File: src/rtl/scap_pkg.sv
package scap_pkg;

    typedef enum logic [2:0] {
        CELL_DIS      = 3'd0,
        CELL_GAP_PRE  = 3'd1,
        CELL_CHG      = 3'd2,
        CELL_RDY      = 3'd3,
        CELL_SUP      = 3'd4,
        CELL_GAP_POST = 3'd5
    } cell_state_e;

    typedef enum logic {
        SCH_PICK = 1'b0,
        SCH_HOLD = 1'b1
    } sched_state_e;

endpackage

File: src/rtl/scap_cell_fsm.sv
module scap_cell_fsm
    import scap_pkg::*;
#(
    parameter int unsigned RST_CYC = 3,
    parameter int unsigned CHG_CYC = 4,
    parameter int unsigned SUP_CYC = 4
) (
    input  logic clk_i,
    input  logic rst_ni,
    input  logic grant_i,
    output logic dis_en_o,
    output logic chg_en_o,
    output logic sup_en_o,
    output logic ready_o
);

    localparam int unsigned MAX_AB  = (RST_CYC > CHG_CYC) ? RST_CYC : CHG_CYC;
    localparam int unsigned MAX_CYC = (MAX_AB > SUP_CYC) ? MAX_AB : SUP_CYC;
    localparam int unsigned CNT_W   = (MAX_CYC > 1) ? $clog2(MAX_CYC) : 1;
    localparam logic [CNT_W-1:0] RST_LOAD = CNT_W'(RST_CYC - 1);
    localparam logic [CNT_W-1:0] CHG_LOAD = CNT_W'(CHG_CYC - 1);
    localparam logic [CNT_W-1:0] SUP_LOAD = CNT_W'(SUP_CYC - 1);

    typedef struct packed {
        cell_state_e      st;
        logic [CNT_W-1:0] cnt;
    } cell_reg_t;

    cell_reg_t cell_d, cell_q;

    // Next-state: each timed phase counts down its load value, idle gaps last one cycle.
    always_comb begin
        cell_d = cell_q;
        unique case (cell_q.st)
            CELL_DIS: begin
                if (cell_q.cnt == '0) cell_d.st  = CELL_GAP_PRE;
                else                  cell_d.cnt = cell_q.cnt - 1'b1;
            end
            CELL_GAP_PRE: begin
                cell_d.st  = CELL_CHG;
                cell_d.cnt = CHG_LOAD;
            end
            CELL_CHG: begin
                if (cell_q.cnt == '0) cell_d.st  = CELL_RDY;
                else                  cell_d.cnt = cell_q.cnt - 1'b1;
            end
            CELL_RDY: begin
                if (grant_i) begin
                    cell_d.st  = CELL_SUP;
                    cell_d.cnt = SUP_LOAD;
                end
            end
            CELL_SUP: begin
                if (cell_q.cnt == '0) cell_d.st  = CELL_GAP_POST;
                else                  cell_d.cnt = cell_q.cnt - 1'b1;
            end
            CELL_GAP_POST: begin
                cell_d.st  = CELL_DIS;
                cell_d.cnt = RST_LOAD;
            end
            default: begin
                cell_d.st  = CELL_DIS;
                cell_d.cnt = RST_LOAD;
            end
        endcase
    end

    always_ff @(posedge clk_i) begin
        if (!rst_ni) begin
            cell_q.st  <= CELL_DIS;
            cell_q.cnt <= RST_LOAD;
        end else begin
            cell_q <= cell_d;
        end
    end

    assign dis_en_o = (cell_q.st == CELL_DIS);
    assign chg_en_o = (cell_q.st == CELL_CHG);
    assign sup_en_o = (cell_q.st == CELL_SUP);
    assign ready_o  = (cell_q.st == CELL_RDY);

endmodule

File: src/rtl/scap_slot_sched.sv
module scap_slot_sched
    import scap_pkg::*;
#(
    parameter int unsigned        N_CAP   = 4,
    parameter int unsigned        SUP_CYC = 4,
    parameter int unsigned        A_W     = 16,
    parameter logic [A_W-1:0]     A_TAPS  = 16'hB400,
    parameter logic [A_W-1:0]     A_SEED  = 16'hACE1,
    parameter int unsigned        B_W     = 8,
    parameter logic [B_W-1:0]     B_TAPS  = 8'hB8,
    parameter logic [B_W-1:0]     B_SEED  = 8'h5B
) (
    input  logic             clk_i,
    input  logic             rst_ni,
    input  logic             run_i,
    input  logic [N_CAP-1:0] ready_i,
    output logic [N_CAP-1:0] grant_o
);

    localparam int unsigned IDX_W = (N_CAP > 1) ? $clog2(N_CAP) : 1;
    localparam int unsigned CNT_W = (SUP_CYC > 1) ? $clog2(SUP_CYC) : 1;
    localparam logic [CNT_W-1:0] HOLD_LOAD = CNT_W'(SUP_CYC - 1);
    localparam logic [A_W-1:0] A_INIT = (A_SEED == '0) ? A_W'(1) : A_SEED;
    localparam logic [B_W-1:0] B_INIT = (B_SEED == '0) ? B_W'(1) : B_SEED;

    typedef struct packed {
        sched_state_e     st;
        logic [A_W-1:0]   a;
        logic [B_W-1:0]   b;
        logic [CNT_W-1:0] cnt;
    } sched_reg_t;

    sched_reg_t sch_d, sch_q;

    logic [B_W-1:0]   b_nx;
    logic [A_W-1:0]   a_once;
    logic [A_W-1:0]   a_nx;
    logic             fire;
    logic             found;
    logic [IDX_W-1:0] sel;
    logic [IDX_W-1:0] probe;
    int unsigned      cand;

    function automatic logic [A_W-1:0] adv_a(input logic [A_W-1:0] s);
        return {s[A_W-2:0], ^(s & A_TAPS)};
    endfunction

    function automatic logic [B_W-1:0] adv_b(input logic [B_W-1:0] s);
        return {s[B_W-2:0], ^(s & B_TAPS)};
    endfunction

    always_comb begin
        sch_d   = sch_q;
        grant_o = '0;
        // Second stage decides whether the first stage takes one or two steps.
        b_nx    = adv_b(sch_q.b);
        a_once  = adv_a(sch_q.a);
        a_nx    = b_nx[0] ? adv_a(a_once) : a_once;
        cand    = 32'(a_nx) % N_CAP;
        found   = 1'b0;
        sel     = '0;
        probe   = '0;
        for (int unsigned k = 0; k < N_CAP; k++) begin
            probe = IDX_W'((cand + k) % N_CAP);
            if (!found && ready_i[probe]) begin
                found = 1'b1;
                sel   = probe;
            end
        end
        fire = (sch_q.st == SCH_PICK) && run_i && found;

        unique case (sch_q.st)
            SCH_PICK: begin
                if (fire) begin
                    grant_o[sel] = 1'b1;
                    sch_d.a      = a_nx;
                    sch_d.b      = b_nx;
                    sch_d.st     = SCH_HOLD;
                    sch_d.cnt    = HOLD_LOAD;
                end
            end
            SCH_HOLD: begin
                if (sch_q.cnt == '0) sch_d.st  = SCH_PICK;
                else                 sch_d.cnt = sch_q.cnt - 1'b1;
            end
            default: sch_d.st = SCH_PICK;
        endcase
    end

    always_ff @(posedge clk_i) begin
        if (!rst_ni) begin
            sch_q.st  <= SCH_PICK;
            sch_q.a   <= A_INIT;
            sch_q.b   <= B_INIT;
            sch_q.cnt <= '0;
        end else begin
            sch_q <= sch_d;
        end
    end

endmodule

File: src/rtl/scap_phase_ctrl.sv
module scap_phase_ctrl #(
    parameter int unsigned N_CAP   = 4,
    parameter int unsigned RST_CYC = 3,
    parameter int unsigned CHG_CYC = 4,
    parameter int unsigned SUP_CYC = 4
) (
    input  logic             clk_i,
    input  logic             rst_ni,
    input  logic             run_i,
    output logic [N_CAP-1:0] dis_en_o,
    output logic [N_CAP-1:0] chg_en_o,
    output logic [N_CAP-1:0] sup_en_o
);

    logic [N_CAP-1:0] ready;
    logic [N_CAP-1:0] grant;

    for (genvar gi = 0; gi < N_CAP; gi++) begin : g_cell
        scap_cell_fsm #(
            .RST_CYC (RST_CYC),
            .CHG_CYC (CHG_CYC),
            .SUP_CYC (SUP_CYC)
        ) u_cell (
            .clk_i    (clk_i),
            .rst_ni   (rst_ni),
            .grant_i  (grant[gi]),
            .dis_en_o (dis_en_o[gi]),
            .chg_en_o (chg_en_o[gi]),
            .sup_en_o (sup_en_o[gi]),
            .ready_o  (ready[gi])
        );
    end

    scap_slot_sched #(
        .N_CAP   (N_CAP),
        .SUP_CYC (SUP_CYC)
    ) u_sched (
        .clk_i   (clk_i),
        .rst_ni  (rst_ni),
        .run_i   (run_i),
        .ready_i (ready),
        .grant_o (grant)
    );

endmodule

File: config.mk
export PLATFORM = sky130hd
export DESIGN_NAME = scap_phase_ctrl
export DESIGN_NICKNAME = d
export VERILOG_FILES = /design/src/rtl/scap_pkg.sv /design/src/rtl/scap_cell_fsm.sv /design/src/rtl/scap_slot_sched.sv /design/src/rtl/scap_phase_ctrl.sv
export SDC_FILE = /design/constraint.sdc
export NUM_CORES = 1
export LEC_CHECK = 0
export BUFFER_PORTS_ARGS = -buffer_cell sky130_fd_sc_hd__buf_2
export CAP_MARGIN = 15
export CORE_ASPECT_RATIO = 1.4
export CORE_MARGIN = 4
export CORE_UTILIZATION = 64
export CTS_CLUSTER_DIAMETER = 80
export CTS_CLUSTER_SIZE = 16
export DETAILED_ROUTE_END_ITERATION = 10
export PLACE_DENSITY_LB_ADDON = 0.1
export SLEW_MARGIN = 20
export SYNTH_ARGS = -nofsm -noshare
export SYNTH_HDL_FRONTEND = slang
export SYNTH_HIERARCHICAL = 1
export SYNTH_SLANG_ARGS = --single-unit
export TNS_END_PERCENT = 100
File: constraint.sdc
create_clock -name clk_i -period 6.6 [get_ports clk_i]
set_input_delay 1.32 -clock clk_i [delete_from_list [all_inputs] [get_ports clk_i]]
set_output_delay 1.32 -clock clk_i [all_outputs]
set_load 0.02 [all_outputs]
==> results.sh <==
export IMPL_fin_ws_ns=3.55
export IMPL_fp_dieArea_um2=4800
export IMPL_synthCells=271
export IMPL_netlist_area_um2=2400
export IMPL_vias_per_cell=5.90
export IMPL_n_antenna_cell=0
export IMPL_vdd_ir_drop_max_v=0.000201
export IMPL_io_buffers=14
export IMPL_cts_tree="yes"
export IMPL_hold_end="u_sched/sch_q[9]"
export IMPL_grt_use_total_pct=19.6
export IMPL_postCtsSetupBuffers=0
export IMPL_leakage_nw=1.10
export IMPL_min_from="u_sched/b_nx[7]"
export IMPL_min_period_over_period_pct=46.2
export IMPL_clock_latency_ns=0.29
export IMPL_syn_num_nets=275
export IMPL_synth_distinct_cells=44
export IMPL_grt_max_degree=48
export IMPL_avgRoutedWirePerCell_um=13.1
export IMPL_rrSetupSlack_ns=3.55
export IMPL_r2r_cells=9
export IMPL_grt_use_met1_pct=20.1
export IMPL_drcViolationCount=0
export IMPL_cts_hold_buf=0
export IMPL_ant_nets=0
export IMPL_setup_viol=0
export IMPL_clk_pin_slew_worst_paths_ns=0.08
export IMPL_busiest_layer="met2"
export IMPL_clock_sinks=47
export IMPL_final_area_um2=2560
export IMPL_max_freq_mhz=328
export IMPL_yosys_register_bits=47
export IMPL_firstDrtPassIters=4
export IMPL_grtUsageMet3_pct=3.86
export IMPL_final_common_cell="dfxtp_1"
export IMPL_synth_main_ff_cell="dfxtp_1"
export IMPL_syn_to_final_growth_pct=6.79
export IMPL_coreArea_um2=3640
export IMPL_htree_num_levels=2
export IMPL_rr_endpoint="g_cell[3].u_cell/cell_q[1]"
export IMPL_tns_ns=0
export IMPL_worstHoldPathType="flip-flop to flip-flop"
export IMPL_cts_root_buf="clkbuf_8"
export IMPL_drive_gt1_share_pct=13.9
export IMPL_die_h_um=80.4
export IMPL_place_area_um2=2450
export IMPL_required_ns=6.74
export IMPL_rsz0062_at_grt="false"
export IMPL_grt_pass1_vias=1835
export IMPL_cts_inserted_buffers=5
export IMPL_power_density_nw_per_um2=244
export IMPL_fin_skew_ns=0.00754
export IMPL_arrival_ns=3.19
export IMPL_finalMaxSlewViolations=0
export IMPL_die_w_um=59.7
export IMPL_yosysSeqAreaShare_pct=39.2
export IMPL_yosys_warnings=6
export IMPL_row_count=26
export IMPL_worst_path_max_fanout=17
export IMPL_wl_um=4230
export IMPL_path_class="flip-flop to flip-flop"
export IMPL_antenna_found_initial=0
export IMPL_place_gp_congestion=0.769
export IMPL_dp_hpwl_um=2940
export IMPL_drv_cap=0
export IMPL_synth_edf_count=0
export IMPL_initialDrtViolationCount=56
export IMPL_initial_core_util_pct=65.8
export IMPL_use_met2_pct=37.4
export IMPL_final_cell_mix="dfxtp_1, nand2_1, nor2_1"
export IMPL_grt_overflow_total=0
export IMPL_async_reset_ff_share_pct=0
export IMPL_start_kind="flip-flop"
export IMPL_final_hold_violation_count=0
export IMPL_cts_buffer_depth=2
export IMPL_endpoint_kind="flip-flop"
export IMPL_io_pins=15
export IMPL_cts_resized=0
export IMPL_fin_nets=283
export IMPL_status="finished clean"
export IMPL_dr_total_vias=1901
export IMPL_place_ws_ns=3.56
export IMPL_grt_pass1_wl_um=7420
export IMPL_tightest_slew_ns=0.789
export IMPL_period_needed_ns=3.05
export IMPL_slew_headroom_pct=47.1
export IMPL_hold_depth=2
export IMPL_r2r_start="u_sched/b_nx[6]"
export IMPL_avgSynthCellArea_um2=8.85
-- worst max-delay path: stages (launching register included) --
cell      delay, ns
dfxtp_1        0.35
xor2_2         0.22
xnor2_2        0.66
mux2i_1        0.45
o22a_1         0.20
o221a_2        0.23
nor4b_2        0.29
and4bb_4       0.30
o21ai_2        0.10
o211ai_1       0.09
-- state kept, by name (all words and copies together) (netlist names) --
name	count
u_sched/sch_q	5
g_cell.u_cell/cell_q	20
u_sched/a_once	15
u_sched/b_nx	7
-- layer usage --
layer	share of wire (%)	vias to the layer above	wire length [um]
met5	0	-	0
met2	54	18	2290
li1	-	975	-
met4	1.3	0	53
met1	42	902	1770
met3	2.8	6	118
-- how the worst max path moves through the flow --
stage	slack [ns]	to	start	cells after the start
after floorplan	3.73	g_cell[3].u_cell/cell_q[1]	run_i	7
after detailed placement	3.56	g_cell[0].u_cell/cell_q[1]	u_sched/b_nx[6]	9
after global routing	3.33	g_cell[3].u_cell/cell_q[1]	u_sched/b_nx[4]	9
after global placement	3.62	g_cell[3].u_cell/cell_q[1]	run_i	7
after CTS	3.55	g_cell[2].u_cell/cell_q[1]	u_sched/b_nx[6]	9
final	3.55	g_cell[3].u_cell/cell_q[1]	u_sched/b_nx[6]	9
-- synthesized netlist by cell type (7+ instances only) --
cell type	instances	area (um^2)
clkbuf_1	8	30.0
nor2b_1	9	56.3
nor3b_1	9	67.6
a21oi_1	8	40.0
nor2_1	20	75.1
nand2_1	39	146
o211a_1	7	70.1
o211ai_1	11	82.6
inv_1	9	33.8
dfxtp_1	47	941
nand3_1	14	70.1
-- cell families (layout without fill, tap and decap cells) --
family                   after synthesis  in the layout  share of synthesized area (%)
buffers and inverters                 24             33                           5.06
AND/OR/NAND/NOR                      121            121                           29.1
XOR/XNOR                              12             12                           5.01
adder cells (fa/ha/maj)                1              1                          0.522
AO/OA/AOI/OAI                         62             62                           19.4
multiplexers                           4              4                           1.72
flip-flops                            47             47                           39.2
-- cell type report --
cell class              instances  area (um^2)
clock buffers                   8          100
fillers                       337         1080
inverters                       9         33.8
multi-input cells             200         1350
flip-flops and latches         47          941
well taps                      42         52.6
repair buffers                 16         85.1
-- power by group --
group | total (mW) | leakage [nW] | switching [mW] | internal (mW)
sequential | 0.327 | 0.384 | 0.0232 | 0.304
combinational | 0.113 | 0.669 | 0.0642 | 0.0483
clock | 0.185 | 0.0515 | 0.0893 | 0.0956
total | 0.625 | 1.10 | 0.177 | 0.448
-- through the flow --
stage	hold slack [ns]	power, mW	instances	utilization (%)
3_5_place_dp	0.454	0.447	314	67.3
6_report	0.472	0.625	322	70.3
3_3_place_gp	0.456	0.443	314	67.3
2_1_floorplan	0.440	0.425	271	-
5_1_grt	0.497	0.662	322	70.3
4_1_cts	0.470	0.632	322	70.1
(Power assumes the default switching activity.)
